$ cat config.mk
export PLATFORM = sky130hd
export DESIGN_NAME = flash_prog_engine
export DESIGN_NICKNAME = d
export VERILOG_FILES = /design/src/rtl/fpe_pkg.sv /design/src/rtl/fpe_word_store.sv /design/src/rtl/fpe_prog_timer.sv /design/src/rtl/fpe_cmd_seq.sv /design/src/rtl/fpe_status.sv /design/src/rtl/flash_prog_engine.sv
export SDC_FILE = /design/constraint.sdc
export NUM_CORES = 1
export LEC_CHECK = 0
export BUFFER_PORTS_ARGS = -buffer_cell sky130_fd_sc_hd__buf_2
export CORE_MARGIN = 1.5
export CORE_UTILIZATION = 63
export CTS_CLUSTER_SIZE = 24
export DETAILED_ROUTE_END_ITERATION = 6
export PLACE_DENSITY = 0.86
export SLEW_MARGIN = 30
export SYNTH_ARGS = -nofsm -noshare
export SYNTH_HDL_FRONTEND = slang
export SYNTH_SLANG_ARGS = --single-unit
$ cat constraint.sdc
create_clock -name clk -period 4.3 [get_ports clk]
set_input_delay 0.86 -clock clk [delete_from_list [all_inputs] [get_ports clk]]
set_output_delay 0.86 -clock clk [all_outputs]
set_load 0.03 [all_outputs]
$ cat src/rtl/fpe_pkg.sv
package fpe_pkg;
  typedef enum logic [2:0] {
    ST_READ,
    ST_UNL2,
    ST_OPC,
    ST_TGT,
    ST_BUSY,
    ST_ERR
  } fpe_state_e;

  localparam int unsigned POLL_BIT = 7;
  localparam int unsigned TOG_BIT  = 6;
  localparam int unsigned TOUT_BIT = 5;
endpackage

$ cat src/rtl/fpe_word_store.sv
module fpe_word_store #(
  parameter int unsigned IDX_W  = 4,
  parameter int unsigned DATA_W = 16
) (
  input  logic              clk,
  input  logic              rst_n,
  input  logic [IDX_W-1:0]  rd_idx,
  output logic [DATA_W-1:0] rd_word,
  input  logic [IDX_W-1:0]  chk_idx,
  output logic [DATA_W-1:0] chk_word,
  input  logic              wr_en,
  input  logic [IDX_W-1:0]  wr_idx,
  input  logic [DATA_W-1:0] wr_data
);
  localparam int unsigned WORDS = 1 << IDX_W;

  logic [DATA_W-1:0] cell_q [WORDS];

  for (genvar g = 0; g < WORDS; g++) begin : g_cell
    logic              cell_en;
    logic [DATA_W-1:0] cell_d;

    always_comb begin
      cell_en = wr_en && (wr_idx == IDX_W'(g));
      cell_d  = cell_q[g] & wr_data;
    end

    always_ff @(posedge clk or negedge rst_n) begin
      if (!rst_n) begin
        cell_q[g] <= '1;
      end else if (cell_en) begin
        cell_q[g] <= cell_d;
      end
    end
  end

  assign rd_word  = cell_q[rd_idx];
  assign chk_word = cell_q[chk_idx];
endmodule

$ cat src/rtl/fpe_prog_timer.sv
module fpe_prog_timer #(
  parameter int unsigned PROG_CYCLES    = 16,
  parameter int unsigned TIMEOUT_CYCLES = 64
) (
  input  logic clk,
  input  logic rst_n,
  input  logic start,
  input  logic run,
  input  logic will_fail,
  output logic done,
  output logic expired
);
  localparam int unsigned CNT_W = $clog2(TIMEOUT_CYCLES + 1);
  localparam logic [CNT_W-1:0] PROG_LAST = CNT_W'(PROG_CYCLES - 1);
  localparam logic [CNT_W-1:0] TOUT_LAST = CNT_W'(TIMEOUT_CYCLES - 1);

  logic [CNT_W-1:0] cnt_q, cnt_d;
  logic             cnt_en;

  always_comb begin
    cnt_en = start || run;
    cnt_d  = start ? '0 : cnt_q + CNT_W'(1);
  end

  always_ff @(posedge clk or negedge rst_n) begin
    if (!rst_n) begin
      cnt_q <= '0;
    end else if (cnt_en) begin
      cnt_q <= cnt_d;
    end
  end

  assign done    = run && !will_fail && (cnt_q == PROG_LAST);
  assign expired = run &&  will_fail && (cnt_q == TOUT_LAST);
endmodule

$ cat src/rtl/fpe_cmd_seq.sv
module fpe_cmd_seq
  import fpe_pkg::*;
#(
  parameter int unsigned       ADDR_W     = 5,
  parameter int unsigned       DATA_W     = 16,
  parameter logic [ADDR_W-1:0] UNLK1_ADDR = 'h0A,
  parameter logic [DATA_W-1:0] UNLK1_DATA = 'h00AA,
  parameter logic [ADDR_W-1:0] UNLK2_ADDR = 'h14,
  parameter logic [DATA_W-1:0] UNLK2_DATA = 'h0055,
  parameter logic [DATA_W-1:0] PROG_OP    = 'h00A0,
  parameter logic [DATA_W-1:0] RESET_OP   = 'h00F0
) (
  input  logic              clk,
  input  logic              rst_n,
  input  logic [ADDR_W-1:0] bus_addr,
  input  logic [DATA_W-1:0] bus_wdata,
  input  logic              bus_we,
  input  logic              done,
  input  logic              expired,
  output fpe_state_e        state,
  output logic              start,
  output logic [ADDR_W-2:0] tgt_idx,
  output logic [DATA_W-1:0] tgt_data
);
  fpe_state_e        st_q, st_d;
  logic              ld_en;
  logic [ADDR_W-2:0] idx_q;
  logic [DATA_W-1:0] dat_q;
  logic              hit1, hit2, hit3;

  always_comb begin
    hit1  = (bus_addr == UNLK1_ADDR) && (bus_wdata == UNLK1_DATA);
    hit2  = (bus_addr == UNLK2_ADDR) && (bus_wdata == UNLK2_DATA);
    hit3  = (bus_addr == UNLK1_ADDR) && (bus_wdata == PROG_OP);
    st_d  = st_q;
    ld_en = 1'b0;
    unique case (st_q)
      ST_READ: if (bus_we && hit1) st_d = ST_UNL2;
      ST_UNL2: if (bus_we) st_d = hit2 ? ST_OPC : ST_READ;
      ST_OPC:  if (bus_we) st_d = hit3 ? ST_TGT : ST_READ;
      ST_TGT: begin
        if (bus_we) begin
          if (!bus_addr[0]) begin
            st_d  = ST_BUSY;
            ld_en = 1'b1;
          end else begin
            st_d = ST_READ;
          end
        end
      end
      ST_BUSY: begin
        if (expired)   st_d = ST_ERR;
        else if (done) st_d = ST_READ;
      end
      ST_ERR:  if (bus_we && (bus_wdata == RESET_OP)) st_d = ST_READ;
      default: st_d = ST_READ;
    endcase
  end

  always_ff @(posedge clk or negedge rst_n) begin
    if (!rst_n) begin
      st_q <= ST_READ;
    end else begin
      st_q <= st_d;
    end
  end

  always_ff @(posedge clk or negedge rst_n) begin
    if (!rst_n) begin
      idx_q <= '0;
      dat_q <= '0;
    end else if (ld_en) begin
      idx_q <= bus_addr[ADDR_W-1:1];
      dat_q <= bus_wdata;
    end
  end

  assign state    = st_q;
  assign start    = ld_en;
  assign tgt_idx  = idx_q;
  assign tgt_data = dat_q;
endmodule

$ cat src/rtl/fpe_status.sv
module fpe_status
  import fpe_pkg::*;
#(
  parameter int unsigned DATA_W = 16
) (
  input  logic              clk,
  input  logic              rst_n,
  input  logic              start,
  input  logic              busy,
  input  logic              in_err,
  input  logic              bus_re,
  input  logic              poll_ref,
  input  logic [DATA_W-1:0] rd_word,
  output logic [DATA_W-1:0] rd_data
);
  logic tog_q, tog_d, tog_en;

  always_comb begin
    tog_en = start || (busy && bus_re);
    tog_d  = start ? 1'b0 : !tog_q;
  end

  always_ff @(posedge clk or negedge rst_n) begin
    if (!rst_n) begin
      tog_q <= 1'b0;
    end else if (tog_en) begin
      tog_q <= tog_d;
    end
  end

  always_comb begin
    if (busy || in_err) begin
      rd_data           = '0;
      rd_data[POLL_BIT] = !poll_ref;
      rd_data[TOG_BIT]  = tog_q;
      rd_data[TOUT_BIT] = in_err;
    end else begin
      rd_data = rd_word;
    end
  end
endmodule

$ cat src/rtl/flash_prog_engine.sv
module flash_prog_engine
  import fpe_pkg::*;
#(
  parameter int unsigned       ADDR_W         = 5,
  parameter int unsigned       DATA_W         = 16,
  parameter logic [ADDR_W-1:0] UNLK1_ADDR     = 'h0A,
  parameter logic [DATA_W-1:0] UNLK1_DATA     = 'h00AA,
  parameter logic [ADDR_W-1:0] UNLK2_ADDR     = 'h14,
  parameter logic [DATA_W-1:0] UNLK2_DATA     = 'h0055,
  parameter logic [DATA_W-1:0] PROG_OP        = 'h00A0,
  parameter logic [DATA_W-1:0] RESET_OP       = 'h00F0,
  parameter int unsigned       PROG_CYCLES    = 16,
  parameter int unsigned       TIMEOUT_CYCLES = 64
) (
  input  logic              clk,
  input  logic              rst_n,
  input  logic [ADDR_W-1:0] bus_addr,
  input  logic [DATA_W-1:0] bus_wdata,
  input  logic              bus_we,
  input  logic              bus_re,
  output logic [DATA_W-1:0] rd_data,
  output logic              busy
);
  localparam int unsigned IDX_W = ADDR_W - 1;

  fpe_state_e        state;
  logic              start, done, expired, will_fail, in_err;
  logic [IDX_W-1:0]  tgt_idx;
  logic [DATA_W-1:0] tgt_data, rd_word, tgt_word;

  assign busy      = (state == ST_BUSY);
  assign in_err    = (state == ST_ERR);
  assign will_fail = |(tgt_data & ~tgt_word);

  fpe_cmd_seq #(
    .ADDR_W    (ADDR_W),
    .DATA_W    (DATA_W),
    .UNLK1_ADDR(UNLK1_ADDR),
    .UNLK1_DATA(UNLK1_DATA),
    .UNLK2_ADDR(UNLK2_ADDR),
    .UNLK2_DATA(UNLK2_DATA),
    .PROG_OP   (PROG_OP),
    .RESET_OP  (RESET_OP)
  ) seq_i (
    .clk      (clk),
    .rst_n    (rst_n),
    .bus_addr (bus_addr),
    .bus_wdata(bus_wdata),
    .bus_we   (bus_we),
    .done     (done),
    .expired  (expired),
    .state    (state),
    .start    (start),
    .tgt_idx  (tgt_idx),
    .tgt_data (tgt_data)
  );

  fpe_prog_timer #(
    .PROG_CYCLES   (PROG_CYCLES),
    .TIMEOUT_CYCLES(TIMEOUT_CYCLES)
  ) tmr_i (
    .clk      (clk),
    .rst_n    (rst_n),
    .start    (start),
    .run      (busy),
    .will_fail(will_fail),
    .done     (done),
    .expired  (expired)
  );

  fpe_word_store #(
    .IDX_W (IDX_W),
    .DATA_W(DATA_W)
  ) store_i (
    .clk     (clk),
    .rst_n   (rst_n),
    .rd_idx  (bus_addr[ADDR_W-1:1]),
    .rd_word (rd_word),
    .chk_idx (tgt_idx),
    .chk_word(tgt_word),
    .wr_en   (done),
    .wr_idx  (tgt_idx),
    .wr_data (tgt_data)
  );

  fpe_status #(
    .DATA_W(DATA_W)
  ) stat_i (
    .clk     (clk),
    .rst_n   (rst_n),
    .start   (start),
    .busy    (busy),
    .in_err  (in_err),
    .bus_re  (bus_re),
    .poll_ref(tgt_data[POLL_BIT]),
    .rd_word (rd_word),
    .rd_data (rd_data)
  );
endmodule

==> metrics.yaml, run 1 <==
synth:
  ys_warn_count: 0
  synthArstFlopShare_pct: 100
  synth_flop_cell: "dfstp_2"
  synth.avg_cell_area_um2: 13.7
  synth.distinct_cells: 58
  synth_fp_nets: 1094
  ys_ff_latch: 287
  netlist_area_mm2: 0.0147
  seq_area_frac_synth_pct: 51.1
  synthCells: 1068
  synth_enable_flop_cells: 0
clock_tree:
  htree_levels: 1
  clockRootBuffer: "clkbuf_16"
  clkTransAtPathRegs_ns: 0.06
  cts_tree: "yes"
  cts_resized: 0
  clockBufferDepth: 3
  cts_sinks: 287
  cts.hold.buffers_added: 0
  cts_buffers: 29
  cts_setup_buffers: 0
  worstSkewPairLatency_ns: 0.55
sta:
  clock.fmax_mhz: 256
  fin_worst_skew_ns: 0.0114
  relSlewSlack_pct: 30.2
  rsz0062_at_grt: "false"
  drv_slew: 0
  min_period_ns: 3.91
  fin_crit_sh_pct: 90.9
  tns_ns: 0
  worst_slack_ns: 0.393
  hold_viol: 0
  worstMarginPinSlew_ns: 1.04
  setup_viol: 0
worst_setup_path:
  slowest_delay_ns: 0.57
  reg2reg_from: "seq_i.tgt_idx[0]"
  path_max_fanout: 37
  cp-end-kind: "output pin"
  cp_cell_sequence: "buf_4, buf_12, mux4_2, nor2b_1, a211oi_1, a211oi_1, buf_2"
  start_kind: "input port"
  cp_num_buf_inv: 3
  cp.required_ns: 3.44
  cp_top_family: "buffers and inverters"
  reg2reg_slack_ns: 0.52
  r2r_end: "store_i.cell_q[114]"
  cp_slowest_cell: "buf_4"
  worstPathArrival_ns: 3.05
  path_class: "in -> out"
  rr_worst_depth: 12
  cp_common_cell: "a211oi_1"
pwr:
  p_switching_w: 0.00147
  p_sw_share_pct: 24.6
  pwr-share-clk_pct: 44.2
  p_int_w: 0.00451
  power_density_mw_per_mm2: 365
  pwr-share-seq_pct: 47.0
  irDropWorstVdd_mv: 0.344
  p_comb_share_pct: 8.8
  power.leakage_nw: 5.94
routing:
  vias: 10300
  initialDrtViolationCount: 1108
  first_pass_iters: 5
  wl_per_cell_um: 28.6
  vias_per_cell: 7.16
  ant_nets: 0
  drc: 0
  wl_um: 41200
min_path:
  hp-class: "in -> async"
floorplanning:
  dieArea_mm2: 0.0242
  coreArea_mm2: 0.0228
  rows: 55
  die_h_um: 156
  initial_core_util_pct: 64.4
  design.portCount: 42
  die_w_um: 156
placement:
  place_hpwl_um: 26600
  io_buffers: 41
  gp_congestion: 0.903
  place_ws_ns: 0.401
global_route:
  grt_max_degree: 126
  grt_pass1_vias: 10800
  antenna_found_initial: 2
  grt_overflow: 0
  grt_pass1_wl_um: 63800
  grt_usage_pct: 35.4
cells_and_area:
  drive_gt1_share_pct: 49.2
  final_nets: 1133
  num_antenna_cells: 0
  mostFrequentLayoutCell: "dfstp_2"
  final_cell_mix: "dfstp_2 (256), a21boi_0 (243), mux4_2 (120)"
  syn_to_final_growth_pct: 11.9
  utilization_pct: 72.1
run_status:
  status: "finished clean"
job:
  drv_cap: 0
## per-stage QoR
step           hold WS, ns  area, µm²  instances  total power (W)
2_1_floorplan        0.467      14700       1068          0.00316
5_1_grt              0.293      16400       1442          0.00615
6_report             0.252      16400       1442          0.00599
4_1_cts              0.271      16400       1442          0.00599
3_3_place_gp         0.472      15400       1387          0.00336
3_5_place_dp         0.478      15400       1389          0.00337
## cells in the mapped netlist, types with 2 or more instances
cell type  instances  area, µm²
a21oi_1            8       40.0
o221ai_1          10       87.6
clkbuf_1          41        154
a21boi_1          13       97.6
xnor2_1            2       17.5
or3_1              3       18.8
nor2_4             8       90.1
or3b_1             2       17.5
buf_6              4       45.0
mux2i_1           44        440
nand4_1            3       18.8
nor4_1             6       37.5
a22oi_1            4       30.0
a221o_1            2       20.0
nor3_1             8       40.0
mux2_2             3       33.8
a21boi_0         243       1820
buf_4             15        113
a31o_2             2       17.5
nand2b_1           6       37.5
xor2_1             4       35.0
dfrtp_1           31        776
nor2_2             6       37.5
nor2b_1           20        125
and2_1             4       25.0
buf_2             17       85.1
nand3_1            8       40.0
mux4_2           120       2700
a211oi_1          34        255
inv_1              4       15.0
o21ai_0            4       20.0
nand3b_1           3       22.5
nand2_1           68        255
a22o_1             5       43.8
dfstp_2          256       6730
buf_1             11       41.3
nor2_1            25       93.8
## cell type report
cell class | count | area [µm²]
Sequential cell | 287 | 7510
Clock buffer | 41 | 863
Inverter | 4 | 15.0
Multi-Input combinational cell | 688 | 6760
Tap cell | 313 | 392
Timing Repair Buffer | 97 | 746
Clock inverter | 12 | 136
Fill cell | 1376 | 6360
## metal layers
layer	share of wire (%)	vias to the layer above	GRT usage (%)	wire length (µm)
met5	0.066	-	0	27
met4	5.2	4	17.4	2150
met3	11	165	10.4	4380
met2	46	685	54.1	19100
met1	38	5323	47.0	15500
li1	-	4148	-	-
## flip-flops by register name (all words and copies together), names as in the netlist
register,flops
seq_i.state,3
store_i.cell_q,256
tmr_i.cnt_q,7
seq_i.tgt_data,16
stat_i.tog_q,1
seq_i.tgt_idx,4
## how the worst max path moves through the flow
stage,depth (start not counted),end,start,slack [ns]
floorplan,6,rd_data[0],bus_addr[2],0.06
global placement,5,rd_data[5],bus_addr[1],0.46
detailed placement,7,rd_data[9],bus_addr[1],0.40
CTS,7,rd_data[9],bus_addr[1],0.40
global route,7,rd_data[9],bus_addr[1],0.22
finish,7,rd_data[9],bus_addr[1],0.39
## power by group through the flow
stage	clock, W	combinational, W	sequential (W)
6_report	0.00265	0.000528	0.00281
3_5_place_dp	0	0.000524	0.00285
3_3_place_gp	0	0.000511	0.00285
4_1_cts	0.00265	0.000527	0.00281
2_1_floorplan	0	0.000321	0.00284
5_1_grt	0.00277	0.000569	0.00282
## kinds of logic after synthesis
group / Yosys count / synth area share [%]
fa+ha+maj: 1 / 0.0852
simple gates: 179 / 6.47
mux: 167 / 21.6
flops: 287 / 51.1
buf+inv: 93 / 3.12
xor+xnor: 6 / 0.358
compound gates: 335 / 17.2
No activity file was read; power rests on OpenSTA's default activity.
==> run 2: changes to the inputs <==
Settings changed: RECOVER_POWER set to 100.
==> run 2 against run 1 <==
Net effect: the run now ends with max-capacitance violations, max-slew violations left; combinational power is 2% lower; critical endpoint is now rd_data[4]; worst hold slack worse by 0.012 ns; global-route usage stayed put.
==> metrics.yaml, run 2 (synthesis results as in run 1) <==
run_status:
  status: "finished with violations"  # was finished clean
  violations: "max-capacitance violations, max-slew violations"
clock_tree:
  cts_resized: 0  # unchanged
  htree_levels: 1  # unchanged
  cts_setup_buffers: 0  # unchanged
  cts_buffers: 29  # unchanged
  worstSkewPairLatency_ns: 0.55  # about the same
  clockBufferDepth: 3  # unchanged
  cts_tree: "yes"  # unchanged
  cts.hold.buffers_added: 0  # unchanged
  clockRootBuffer: "clkbuf_16"  # unchanged
  cts_sinks: 287  # unchanged
  clkTransAtPathRegs_ns: 0.06  # about the same
sta:
  tns_ns: 0  # unchanged
  hold_viol: 0  # unchanged
  holdWs_ns: 0.240  # was 0.252 ns
  fin_worst_skew_ns: 0.0139  # was 0.0114 ns
  relSlewSlack_pct: -93.9  # was 30.2%
  worst_slack_ns: 0.105  # was 0.393 ns
  setup_viol: 0  # unchanged
  worstMarginPinSlew_ns: 2.91  # was 1.04 ns
  rsz0062_at_grt: "false"  # unchanged
  drv_slew: 250  # was 0
  clock.fmax_mhz: 238  # was 256 MHz
  fin_crit_sh_pct: 97.6  # was 90.9%
  min_period_ns: 4.20  # was 3.91 ns
global_route:
  grt_pass1_wl_um: 63800  # unchanged
  grt_overflow: 0  # unchanged
  grt_usage_pct: 35.4  # unchanged
  antenna_found_initial: 2  # unchanged
  grt_pass1_vias: 10800  # unchanged
  grt_max_degree: 126  # unchanged
job:
  drv_cap: 3  # was 0
floorplanning:
  dieArea_mm2: 0.0242  # unchanged
  initial_core_util_pct: 64.4  # unchanged
  design.portCount: 42  # unchanged
  die_w_um: 156  # unchanged
  coreArea_mm2: 0.0228  # unchanged
  die_h_um: 156  # unchanged
  rows: 55  # unchanged
routing:
  initialDrtViolationCount: 1190  # was 1108
  drc: 0  # unchanged
  vias: 10400  # was 10300
  wl_per_cell_um: 28.5  # was 28.6 µm
  wl_um: 41100  # was 41200 µm
  first_pass_iters: 6  # was 5
  ant_nets: 0  # unchanged
  vias_per_cell: 7.20  # was 7.16
placement:
  dp.cells: 1389  # unchanged
  place_hpwl_um: 26600  # unchanged
  place_ws_ns: 0.401  # unchanged
  gp_congestion: 0.903  # unchanged
  io_buffers: 41  # unchanged
pwr:
  power.leakage_nw: 5.85  # was 5.94 nW
  power_density_mw_per_mm2: 367  # was 365 mW/mm²
  fin_total_pwr_w: 0.00597  # was 0.00599 W
  irDropWorstVdd_mv: 0.342  # was 0.344 mV
worst_setup_path:
  cp-end-kind: "output pin"  # unchanged
  start_kind: "input port"  # unchanged
  r2r_end: "store_i.cell_q[147]"  # was store_i.cell_q[114]
  rr_worst_depth: 12  # unchanged
  path_max_fanout: 23  # was 37
  reg2reg_from: "seq_i.tgt_idx[0]"  # unchanged
  path_class: "in -> out"  # unchanged
  cp.required_ns: 3.44  # about the same
  worstPathArrival_ns: 3.34  # was 3.05 ns
  reg2reg_slack_ns: 0.29  # was 0.52 ns
min_path:
  hp-class: "in -> async"  # unchanged
cells_and_area:
  fin_cells: 1442  # unchanged
  final_cell_mix: "dfstp_2 (256), a21boi_0 (247), mux4_2 (120)"  # was dfstp_2 (256), a21boi_0 (243), mux4_2 (120)
  top_register: "store_i.cell_q"  # unchanged
  mostFrequentLayoutCell: "dfstp_2"  # unchanged
  syn_to_final_growth_pct: 11.0  # was 11.9%
  drive_gt1_share_pct: 47.0  # was 49.2%
  largest_reg_flops: 256  # unchanged
  final_nets: 1133  # unchanged
  num_antenna_cells: 0  # unchanged
run 2: cell types whose count changed in the layout (fill, tap and decap cells not counted), sizes merged:
cell / change
clkbuf: +26
buf: -26
run 2: how the worst max path moves through the flow:
stage | cells past startpoint | slack, ns | startpoint | end
finish | 5 | 0.10 | bus_addr[3] | rd_data[4]
floorplan | 6 | 0.06 | bus_addr[2] | rd_data[0]
global route | 12 | 0.12 | seq_i.tgt_idx[0] | store_i.cell_q[209]
detailed placement | 7 | 0.40 | bus_addr[1] | rd_data[9]
global placement | 5 | 0.46 | bus_addr[1] | rd_data[5]
CTS | 7 | 0.40 | bus_addr[1] | rd_data[9]
run 2: cell type report:
class | count | area [µm²]
well taps | 313 | 392
repair buffers | 97 | 664
clock inverters | 12 | 136
inverters | 4 | 15.0
multi-input cells | 688 | 6710
clock buffers | 41 | 863
flip-flops and latches | 287 | 7510
fillers | 1410 | 6490
run 2: report_power, final:
part / switching [W] / internal [W]
logic: 0.000352 / 0.000168
registers: 0.0000498 / 0.00276
clock network: 0.00107 / 0.00157
run 2: routing by layer:
| metal | up-vias | share of wire, % | GRT usage (%) |
|---|---|---|---|
| met5 | - | 0.063 | 0 |
| met2 | 692 | 46 | 54.1 |
| met4 | 4 | 5.6 | 17.4 |
| met3 | 177 | 11 | 10.4 |
| li1 | 4154 | - | - |
| met1 | 5356 | 37 | 47.0 |
run 2: through the flow:
step	area (µm²)	utilization (%)
after floorplan	14700	-
after global placement	15400	67.6
after detailed placement	15400	67.7
after CTS	16400	72.1
after global routing	16300	71.5
final	16300	71.5
run 2: critical path, cell delays in order:
cell and delay [ns]:
clkbuf_1 1.12, mux4_2 0.43, mux2i_1 0.10, a211oi_1 0.51, clkbuf_2 0.30
